--- src/rtl/int_addsub_pkg.sv ---
package int_addsub_pkg;
  typedef enum logic [2:0] {
    OP_ADD  = 3'b000,
    OP_SUB  = 3'b001,
    OP_ADDU = 3'b010,
    OP_SUBU = 3'b011,
    OP_SLT  = 3'b100,
    OP_SLTU = 3'b101,
    OP_RSV6 = 3'b110,
    OP_RSV7 = 3'b111
  } arith_op_e;
endpackage

--- src/rtl/opnd_prep.sv ---
module opnd_prep #(
  parameter int W     = 32,
  parameter int IMM_W = 16
) (
  input  logic [W-1:0]     reg_b,
  input  logic [IMM_W-1:0] imm,
  input  logic             use_imm,
  output logic [W-1:0]     b_out
);
  localparam int EXT_W = W - IMM_W;
  logic [W-1:0] imm_wide;

  generate
    if (EXT_W > 0) begin : g_ext
      assign imm_wide = {{EXT_W{imm[IMM_W-1]}}, imm};
    end else begin : g_trunc
      assign imm_wide = imm[W-1:0];
    end
  endgenerate

  assign b_out = use_imm ? imm_wide : reg_b;

  always_comb begin
    if (use_imm && EXT_W > 0)
      AST_IMM_SIGN: assert (b_out[W-1] == imm[IMM_W-1]);
  end
endmodule

--- src/rtl/addsub_core.sv ---
module addsub_core #(
  parameter int W = 32
) (
  input  logic [W-1:0] a,
  input  logic [W-1:0] b,
  input  logic         sub,
  output logic [W-1:0] sum,
  output logic         carry,
  output logic         ovf,
  output logic         lt_s,
  output logic         lt_u
);
  logic [W-1:0] b_inv;
  logic [W:0]   full;

  assign b_inv = sub ? ~b : b;
  assign full  = {1'b0, a} + {1'b0, b_inv} + {{W{1'b0}}, sub};
  assign sum   = full[W-1:0];
  assign carry = full[W];
  assign ovf   = (a[W-1] == b_inv[W-1]) && (sum[W-1] != a[W-1]);
  assign lt_s  = sum[W-1] ^ ovf;
  assign lt_u  = ~carry;

  always_comb begin
    if (sub && b == '0)
      AST_SUB_ZERO_SAFE: assert (!ovf && sum == a);
  end
endmodule

--- src/rtl/result_stage.sv ---
module result_stage #(
  parameter int W = 32
) (
  input  logic                          clk,
  input  logic                          rst,
  input  int_addsub_pkg::arith_op_e     op,
  input  logic [W-1:0]                  sum,
  input  logic                          ovf,
  input  logic                          lt_s,
  input  logic                          lt_u,
  output logic [W-1:0]                  result,
  output logic                          ovf_req
);
  import int_addsub_pkg::*;
  logic [W-1:0] res_d;
  logic         ovf_d;

  always_comb begin
    res_d = '0;
    ovf_d = 1'b0;
    unique case (op)
      OP_ADD, OP_SUB: begin
        res_d = sum;
        ovf_d = ovf;
      end
      OP_ADDU, OP_SUBU: res_d = sum;
      OP_SLT:  res_d = {{(W-1){1'b0}}, lt_s};
      OP_SLTU: res_d = {{(W-1){1'b0}}, lt_u};
      default: res_d = '0;
    endcase
  end

  always_ff @(posedge clk) begin
    if (rst) begin
      result  <= '0;
      ovf_req <= 1'b0;
    end else begin
      result  <= res_d;
      ovf_req <= ovf_d;
    end
  end
endmodule

--- src/rtl/int_addsub_unit.sv ---
module int_addsub_unit #(
  parameter int W     = 32,
  parameter int IMM_W = 16
) (
  input  logic             clk,
  input  logic             rst,
  input  logic [2:0]       op_code,
  input  logic             imm_sel,
  input  logic [W-1:0]     opnd_a,
  input  logic [W-1:0]     opnd_b,
  input  logic [IMM_W-1:0] imm_val,
  output logic [W-1:0]     result,
  output logic             ovf_req
);
  import int_addsub_pkg::*;

  arith_op_e    op;
  logic         sub;
  logic [W-1:0] b2;
  logic [W-1:0] sum;
  logic         carry, ovf, lt_s, lt_u;

  assign op  = arith_op_e'(op_code);
  assign sub = (op == OP_SUB) || (op == OP_SUBU) || (op == OP_SLT) || (op == OP_SLTU);

  opnd_prep #(.W(W), .IMM_W(IMM_W)) u_prep (
    .reg_b(opnd_b), .imm(imm_val), .use_imm(imm_sel), .b_out(b2)
  );

  addsub_core #(.W(W)) u_core (
    .a(opnd_a), .b(b2), .sub(sub), .sum(sum), .carry(carry),
    .ovf(ovf), .lt_s(lt_s), .lt_u(lt_u)
  );

  result_stage #(.W(W)) u_out (
    .clk(clk), .rst(rst), .op(op), .sum(sum), .ovf(ovf),
    .lt_s(lt_s), .lt_u(lt_u), .result(result), .ovf_req(ovf_req)
  );

  AST_RESET_CLEAR: assert property (@(posedge clk) rst |=> (result == '0 && !ovf_req));
  AST_ADD_MIXED_SIGN: assert property (@(posedge clk) disable iff (rst)
    (op_code == 3'b000 && !imm_sel && opnd_a[W-1] != opnd_b[W-1]) |=> !ovf_req);
  AST_NO_OVERFLOW: assert property (@(posedge clk) disable iff (rst)
    (op_code == 3'b010 || op_code == 3'b011) |=> !ovf_req);
  AST_SLT_ONEBIT: assert property (@(posedge clk) disable iff (rst)
    (op_code == 3'b100) |=> (result[W-1:1] == '0 && !ovf_req));
  AST_SLTU_ONEBIT: assert property (@(posedge clk) disable iff (rst)
    (op_code == 3'b101) |=> (result[W-1:1] == '0 && !ovf_req));
  AST_UNUSED_ZERO: assert property (@(posedge clk) disable iff (rst)
    (op_code[2:1] == 2'b11) |=> (result == '0 && !ovf_req));
endmodule

--- config.mk ---
export PLATFORM = sky130hd
export DESIGN_NAME = int_addsub_unit
export DESIGN_NICKNAME = d
export VERILOG_FILES = /design/src/rtl/int_addsub_pkg.sv /design/src/rtl/opnd_prep.sv /design/src/rtl/addsub_core.sv /design/src/rtl/result_stage.sv /design/src/rtl/int_addsub_unit.sv
export SDC_FILE = /design/constraint.sdc
export NUM_CORES = 1
export LEC_CHECK = 0
export BUFFER_PORTS_ARGS = -buffer_cell sky130_fd_sc_hd__buf_2
export CAP_MARGIN = 25
export CORE_MARGIN = 4
export CORE_UTILIZATION = 55
export CTS_CLUSTER_DIAMETER = 30
export DETAILED_ROUTE_END_ITERATION = 7
export GPL_TIMING_DRIVEN = 0
export PLACE_DENSITY = 0.88
export SYNTH_ARGS = -nofsm -noshare
export SYNTH_HDL_FRONTEND = slang
export SYNTH_HIERARCHICAL = 1
export SYNTH_SLANG_ARGS = --single-unit
--- constraint.sdc ---
create_clock -name clk -period 5.2 [get_ports clk]
set_input_delay 0 -clock clk [delete_from_list [all_inputs] [get_ports clk]]
set_output_delay 0 -clock clk [all_outputs]
set_load 0.02 [all_outputs]
==> flow_metrics.py, run 1 <==
metrics = {
    "clock_network": {
        "clockRootBuffer": "clkbuf_8",
        "cts.path.max_buffers": 2,
        "path_clk_slew_ps": 70,
        "postCtsResizedCells": 0,
        "cts.sinks": 33,
        "h-tree-depth": 2,
        "cts_buffers": 5,
        "cts_tree": "yes",
    },
    "finish": {
        "fin_cells": 602,
        "diodes": 0,
        "stdcell_area_sq_um": 4400,
        "nNetsFinal": 644,
        "postLayoutCoreUtil_pct": 72.1,
        "syn_to_final_growth_pct": 24.2,
        "drive_gt1_share_pct": 38.5,
    },
    "global_route": {
        "grt.overflow.total": 0,
        "grt.total_usage_pct": 22.0,
        "grt_max_degree": 13,
        "grt_antenna_before_repair": 0,
        "grt_pass1_vias": 3128,
        "grt_pass1_wl_um": 13900,
    },
    "worst_setup_path": {
        "cp-end-kind": "register",
        "start_kind": "primary input",
        "critPathRequiredTime_ps": 5370,
        "critPathArrivalTime_ps": 4480,
        "path_max_fanout": 10,
        "worst-setup-path-type": "primary input to register",
    },
    "route": {
        "via_per_inst": 5.59,
        "drtPass1Iterations": 5,
        "wl_per_cell_um": 14.6,
        "ant_nets": 0,
        "drc": 0,
        "drt_wl_total_um": 8800,
        "vias": 3363,
        "drtIter0Drc": 197,
    },
    "pwr": {
        "p_switching_uw": 505,
        "combPwrFrac_pct": 55.5,
        "p_int_uw": 799,
        "ir_drop_v": 0.000237,
        "p_clk_share_pct": 21.8,
        "p_total_mw": 1.30,
        "leakage_nw": 2.24,
        "swShare_pct": 38.7,
        "power.density_nw_per_um2": 297,
        "seqPwrFrac_pct": 22.7,
    },
    "die": {
        "start_util_pct": 58.0,
        "dieWidth_um": 88.2,
        "io_pins": 119,
        "die_height_um": 88.2,
        "die_area_sq_um": 7780,
        "coreArea_sq_um": 6100,
        "rows": 28,
    },
    "timing": {
        "setup_violations": 0,
        "whs_ps": 190,
        "slew_headroom_pct": 53.6,
        "fmax_mhz": 232,
        "worstMarginPinSlew_ps": 695,
        "finalHoldViolations": 0,
        "timing.final.crit_period_ps": 4300,
        "slew_viol_final": 0,
        "tns_ps": 0,
        "rsz0062_at_grt": "false",
        "finalCritPeriodShare_pct": 82.8,
        "layout_setup_ws_ps": 896,
    },
    "place": {
        "gp_congestion": 0.895,
        "dp_cells": 590,
        "portBuffers": 117,
        "dp_slack_ps": 1600,
        "dp_hpwl_um": 7440,
        "placed_area_sq_um": 4220,
    },
    "yosys": {
        "syn_nets": 516,
        "synth_warnings": 6,
        "synth_area_sq_um": 3540,
        "synth_area_per_cell_sq_um": 8.89,
        "synth_cells": 398,
    },
    "outcome": {
        "outcome": "finished, final reports clean",
    },
    "hold_path": {
        "worstHoldPathType": "primary input to register",
    },
    "job": {
        "drv_cap": 0,
    },
}
## timing repair
action                     4_1_cts  5_1_grt
hold buffers                     4        0
hold endpoints to repair         2        0
buffers inserted                 0        0
setup endpoints to repair        0        0
## routing by layer
| metal | routed length [um] | share of wire [%] | global-route usage [%] | vias up |
|---|---|---|---|---|
| li1 | - | - | - | 1662 |
| met1 | 3830 | 43 | 29.9 | 1502 |
| met2 | 4050 | 46 | 36.4 | 186 |
| met3 | 806 | 9.2 | 2.79 | 13 |
| met4 | 115 | 1.3 | 6.46 | 0 |
| met5 | 0 | 0 | 0 | - |
## area by class of cell
type	count	area, sq um
clock inverter	3	68.8
timing repair buffer	121	626
inverter	15	56.3
tap	75	93.8
multi-input combinational	332	2690
buffer	18	131
fill	515	1700
clock buffer	5	68.8
sequential	33	661
## power by group through the flow
stage          Clock [mW]  Combinational, mW  Sequential [mW]
2_1_floorplan           0              0.482            0.348
3_3_place_gp            0              0.690            0.301
3_5_place_dp            0              0.706            0.302
4_1_cts             0.290              0.713            0.296
5_1_grt             0.296              0.789            0.299
6_report            0.284              0.723            0.296
## final timing paths
check	from	to	slack [ps]	depth (start not counted)
worst min-delay path	op_code[2]	u_out/result[20]	190	3
worst max-delay path	op_code[1]	u_out/result[0]	900	17
## state kept, by name, indices dropped and copies added (netlist names)
| signal | count |
|---|---|
| u_out/ovf_req | 1 |
| u_out/result | 32 |
## cells in the final DEF (no fill, tap or decap), types with 16 or more instances in the layout
master     n
a21oi_1   38
and2_2    31
buf_2    120
dfxtp_1   33
ha_1      31
mux2_4    30
nand2_1   20
nor2_1    16
o21ai_0   16
xnor2_1   20
xor2_1    40
## critical path: stages
cell           delay, ps
dlygate4sd3_1        540
buf_2                140
mux2i_1              140
buf_2                200
clkbuf_1             540
xor2_1               150
ha_1                 310
clkbuf_1             300
inv_1                130
or4_1                590
o21a_1               210
o21ai_1              120
a21oi_1               90
o21a_1               210
mux2i_1              140
o32ai_1              110
dlygate4sd3_1        550
Power figures use the tool's default switching activity.
==> run 2: changes to the inputs <==
--- a/config.mk
+++ b/config.mk
@@ -8,11 +8,11 @@
 export BUFFER_PORTS_ARGS = -buffer_cell sky130_fd_sc_hd__buf_2
 export CAP_MARGIN = 25
 export CORE_MARGIN = 4
-export CORE_UTILIZATION = 55
+export CORE_UTILIZATION = 52
 export CTS_CLUSTER_DIAMETER = 30
 export DETAILED_ROUTE_END_ITERATION = 7
 export GPL_TIMING_DRIVEN = 0
-export PLACE_DENSITY = 0.88
+export PLACE_DENSITY = 0.84
 export SYNTH_ARGS = -nofsm -noshare
 export SYNTH_HDL_FRONTEND = slang
 export SYNTH_HIERARCHICAL = 1
==> constraint.sdc (replaced) <==
create_clock -name clk -period 4.1 [get_ports clk]
set_input_delay 0 -clock clk [delete_from_list [all_inputs] [get_ports clk]]
set_output_delay 0 -clock clk [all_outputs]
set_load 0.02 [all_outputs]
==> flow_metrics.py, run 2 (synthesis results as in run 1) <==
metrics = {
    "finish": {
        "final_common_cell": "buf_2",
        "syn_to_final_growth_pct": 22.6,
        "drive_gt1_share_pct": 38.6,
        "nNetsFinal": 643,
        "largest_reg_flops": 32,
        "diodes": 0,
        "top_register": "u_out/result",
        "fin_cells": 603,
        "final_cell_mix": "buf_2, xor2_1, a21oi_1, dfxtp_1",
        "reg_top3": "u_out/result x32, u_out/ovf_req x1",
        "postLayoutCoreUtil_pct": 66.8,
        "stdcell_area_sq_um": 4340,
    },
    "route": {
        "wl_per_cell_um": 14.4,
        "met2_length_um": 3990,
        "drc": 0,
        "drtIter0Drc": 243,
        "drtPass1Iterations": 4,
        "via_per_inst": 5.33,
        "vias": 3215,
        "wl_met1_um": 4090,
        "ant_nets": 0,
        "drt_wl_total_um": 8690,
        "top_layer": "met4",
        "met3RoutedLength_um": 499,
    },
    "timing": {
        "tns_ps": 0,
        "worstMarginPinSlew_ps": 707,
        "finalCritPeriodShare_pct": 93.0,
        "fmax_mhz": 262,
        "finalHoldViolations": 0,
        "rsz0062_at_grt": "false",
        "whs_ps": 78.7,
        "slew_headroom_pct": 52.9,
        "slew_viol_final": 0,
        "timing.final.crit_period_ps": 3810,
        "setup_violations": 0,
    },
    "clock_network": {
        "cts.sinks": 33,
        "h-tree-depth": 2,
        "clockRootBuffer": "clkbuf_8",
        "postCtsResizedCells": 0,
        "path_clk_slew_ps": 60,
        "cts_tree": "yes",
        "cts_buffers": 5,
        "cts.path.max_buffers": 2,
    },
    "die": {
        "die_area_sq_um": 8190,
        "start_util_pct": 54.5,
        "rows": 29,
        "dieWidth_um": 90.5,
        "die_height_um": 90.5,
        "io_pins": 119,
        "coreArea_sq_um": 6490,
    },
    "worst_setup_path": {
        "crit_path_start": "op_code[2]",
        "critPathRequiredTime_ps": 4260,
        "worst-setup-path-type": "primary input to register",
        "path_max_fanout": 10,
        "start_kind": "primary input",
        "critPathArrivalTime_ps": 3970,
        "cp-end-kind": "register",
    },
    "hold_path": {
        "worstHoldPathType": "primary input to register",
        "hold_end": "u_out/result[0]",
        "whs_path_depth": 4,
        "hp-start": "opnd_a[0]",
    },
    "global_route": {
        "grt.overflow.total": 0,
        "grt_pass1_wl_um": 14400,
        "grt.total_usage_pct": 20.7,
        "grt_antenna_before_repair": 0,
        "grt_max_degree": 12,
        "grt_pass1_vias": 3135,
    },
    "place": {
        "gp_congestion": 0.845,
        "dp_cells": 592,
        "placed_area_sq_um": 4220,
        "dp_hpwl_um": 7470,
        "portBuffers": 117,
    },
    "job": {
        "drv_cap": 0,
    },
    "outcome": {
        "outcome": "finished, final reports clean",
    },
    "pwr": {
        "power.density_nw_per_um2": 350,
        "leakage_nw": 2.20,
        "ir_drop_v": 0.000148,
    },
}
==> run 2: power breakdown <==
part | leakage, nW | switching, mW | internal [mW]
registers | 0.271 | 0.00967 | 0.365
clock network | 0.0439 | 0.113 | 0.117
logic | 1.89 | 0.509 | 0.402
==> run 2: stage by stage <==
stage,worst slack (ps),total power [mW]
6_report,287,1.52
3_5_place_dp,541,1.28
5_1_grt,62.5,1.63
3_3_place_gp,553,1.26
2_1_floorplan,1260,1.05
4_1_cts,291,1.51
==> run 2: worst max-delay path: stages <==
cell and delay [ps]:
dlygate4sd3_1 520, buf_2 150, mux2i_1 190, buf_2 190
clkbuf_1 540, xor2_1 150, ha_1 310, clkbuf_1 310
inv_1 120, or4_1 600, o21a_1 200, o21ai_1 110
a21oi_1 90, o21a_1 210, mux2i_1 180, o32ai_1 110
==> run 2: worst max-delay path by stage <==
stage | slack, ps | cells past startpoint | to
finish | 290 | 16 | u_out/result[0]
CTS | 290 | 16 | u_out/result[0]
global route | 60 | 15 | u_out/result[0]
floorplan | 1260 | 14 | u_out/result[0]
detailed placement | 540 | 15 | u_out/result[0]
global placement | 550 | 15 | u_out/result[0]
==> run 2: repair_timing <==
action | 4_1_cts | 5_1_grt
endpoints found under the setup margin | 0 | 0
endpoints found under the hold margin | 2 | 0
hold buffers | 3 | 0
setup buffers | 0 | 0
==> run 2: cell type report <==
class | instances | area, sq um
Multi-Input combinational cell | 332 | 2690
Fill cell | 552 | 2160
Sequential cell | 33 | 661
Timing Repair Buffer | 120 | 616
Buffer | 18 | 131
Tap cell | 77 | 96.3
Clock buffer | 5 | 68.8
Inverter | 15 | 56.3
Clock inverter | 3 | 17.5
==> run 2: layer usage <==
layer | track usage, % | vias up
li1 | - | 1663
met1 | 28.7 | 1427
met2 | 33.9 | 119
met3 | 2.25 | 6
met4 | 5.99 | 0
met5 | 0 | -
==> run 3: changes to the inputs <==
--- a/config.mk
+++ b/config.mk
@@ -8,12 +8,15 @@
 export BUFFER_PORTS_ARGS = -buffer_cell sky130_fd_sc_hd__buf_2
 export CAP_MARGIN = 25
 export CORE_MARGIN = 4
-export CORE_UTILIZATION = 52
+export CORE_UTILIZATION = 53
+export CTS_BUF_LIST = sky130_fd_sc_hd__clkbuf_4
 export CTS_CLUSTER_DIAMETER = 30
 export DETAILED_ROUTE_END_ITERATION = 7
 export GPL_TIMING_DRIVEN = 0
-export PLACE_DENSITY = 0.84
+export PLACE_DENSITY = 0.85
+export SETUP_SLACK_MARGIN = 0.2
 export SYNTH_ARGS = -nofsm -noshare
 export SYNTH_HDL_FRONTEND = slang
 export SYNTH_HIERARCHICAL = 1
 export SYNTH_SLANG_ARGS = --single-unit
+export TNS_END_PERCENT = 30
==> flow_metrics.py, run 3 (synthesis results as in run 1) <==
metrics = {
    "finish": {
        "largest_reg_flops": 32,
        "register_area_sq_um": 661,
        "nNetsFinal": 643,
        "diodes": 0,
        "top_register": "u_out/result",
        "fillers": 551,
        "final_cell_mix": "buf_2, xor2_1, a21oi_1, dfxtp_1",
        "drive_gt1_share_pct": 39.2,
        "syn_to_final_growth_pct": 21.8,
        "final_common_cell": "buf_2",
        "reg_top3": "u_out/result x32, u_out/ovf_req x1",
        "multi_input_area_sq_um": 2690,
    },
    "global_route": {
        "grt_pass1_vias": 3182,
        "grt_antenna_before_repair": 0,
        "grt_pass1_wl_um": 15000,
        "grt_max_degree": 11,
        "grt.total_usage_pct": 21.8,
        "grt.overflow.total": 0,
    },
    "worst_setup_path": {
        "worst-setup-path-type": "primary input to register",
        "start_kind": "primary input",
        "critPathArrivalTime_ps": 3770,
        "cpPeakStageDelay_ps": 530,
        "path_max_fanout": 10,
        "crit_chain": "dlygate4sd3_1, buf_2, mux2i_1, buf_2, clkbuf_2, xor2_1, ha_1, nor2b_1, o21bai_1, a31oi_1, a41o_1, a21oi_1, o32ai_1, xor2_1, and2_2",
        "cp_slowest_cell": "dlygate4sd3_1",
        "cp_top_family": "compound AO/OA/AOI/OAI gates",
        "cp-end-kind": "register",
        "critPathRequiredTime_ps": 4320,
        "critical_path_buf_inv_count": 4,
    },
    "pwr": {
        "leakage_nw": 2.21,
        "p_int_uw": 840,
        "power.density_nw_per_um2": 340,
        "seqPwrFrac_pct": 25.6,
        "p_clk_share_pct": 11.8,
        "swShare_pct": 42.7,
        "combPwrFrac_pct": 62.5,
        "ir_drop_v": 0.000134,
        "p_switching_uw": 625,
    },
    "hold_path": {
        "worstHoldPathType": "primary input to register",
        "hold_end": "u_out/result[0]",
        "whs_path_depth": 4,
        "hp-start": "opnd_a[0]",
    },
    "clock_network": {
        "postCtsSetupRepairBufs": 0,
        "path_clk_slew_ps": 100,
        "cts.sinks": 33,
        "cts_tree": "yes",
        "cts.path.max_buffers": 2,
        "cts_buffers": 5,
        "clockRootBuffer": "clkbuf_4",
        "h-tree-depth": 2,
    },
    "timing": {
        "finalHoldViolations": 0,
        "whs_ps": 21.1,
        "setup_violations": 0,
        "layout_setup_ws_ps": 551,
        "finalCritPeriodShare_pct": 86.6,
        "rsz0062_at_grt": "false",
        "tns_ps": 0,
        "fmax_mhz": 282,
        "slew_headroom_pct": 68.0,
        "slew_viol_final": 0,
        "timing.final.crit_period_ps": 3550,
        "worstMarginPinSlew_ps": 480,
    },
    "route": {
        "drt_wl_total_um": 8790,
        "wl_per_cell_um": 14.6,
        "via_per_inst": 5.40,
        "vias": 3254,
        "drc": 0,
        "drtPass1Iterations": 4,
        "drtIter0Drc": 218,
        "ant_nets": 0,
    },
    "place": {
        "gp_congestion": 0.890,
        "dp_slack_ps": 525,
        "portBuffers": 117,
        "dp_hpwl_um": 7510,
    },
    "die": {
        "coreArea_sq_um": 6420,
        "die_height_um": 89.7,
        "start_util_pct": 55.1,
        "dieWidth_um": 89.7,
        "io_pins": 119,
        "rows": 29,
        "die_area_sq_um": 8050,
    },
    "outcome": {
        "outcome": "finished, final reports clean",
    },
    "job": {
        "drv_cap": 0,
    },
}
-- run 3: per-stage QoR --
step | util [%] | cell area [sq um] | power, mW | cells
floorplan | - | 3540 | 1.05 | 398
global placement | 65.7 | 4220 | 1.26 | 592
detailed placement | 65.7 | 4220 | 1.28 | 592
CTS | 67.0 | 4310 | 1.46 | 603
global route | 67.1 | 4310 | 1.58 | 603
finish | 67.1 | 4310 | 1.47 | 603
-- run 3: cell type report --
type,instances,share of cell area [%]
buffer,18,3.14
clock buffer,6,1.05
clock inverter,2,0.232
inverter,15,1.31
multi-input combinational,332,62.4
sequential,33,15.3
tap,77,2.24
timing repair buffer,120,14.3
-- run 3: power groups by stage --
stage                     combinational [mW]  sequential [mW]  clock (mW)
after floorplan                        0.612            0.441           0
after global placement                 0.879            0.382           0
after detailed placement               0.897            0.383           0
after CTS                              0.904            0.376       0.179
after global routing                    1.01            0.380       0.194
final                                  0.916            0.375       0.173
-- run 3: what timing repair did --
action / in CTS / in global routing
endpoints found under the hold margin: 2 / 0
endpoints found under the setup margin: 0 / 5
gates resized for setup: 0 / 6
hold buffers: 3 / 0
-- run 3: per-layer routing --
layer	vias to the layer above	global-route usage, %	part of all wire (%)	wire [um]
met5	-	0	0	0
met4	0	5.62	1.4	121
met3	11	2.34	6.7	593
met2	125	36.2	46	4080
met1	1445	30.3	45	4000
li1	1673	-	-	-
-- run 3: worst max-delay path by stage --
stage,depth (start not counted),end,slack (ps),startpoint
global placement,14,u_out/result[30],560,op_code[2]
CTS,15,u_out/result[30],330,op_code[2]
detailed placement,14,u_out/result[30],530,op_code[2]
global route,15,u_out/ovf_req,270,op_code[2]
floorplan,14,u_out/result[0],1260,op_code[2]
finish,15,u_out/result[30],550,op_code[2]
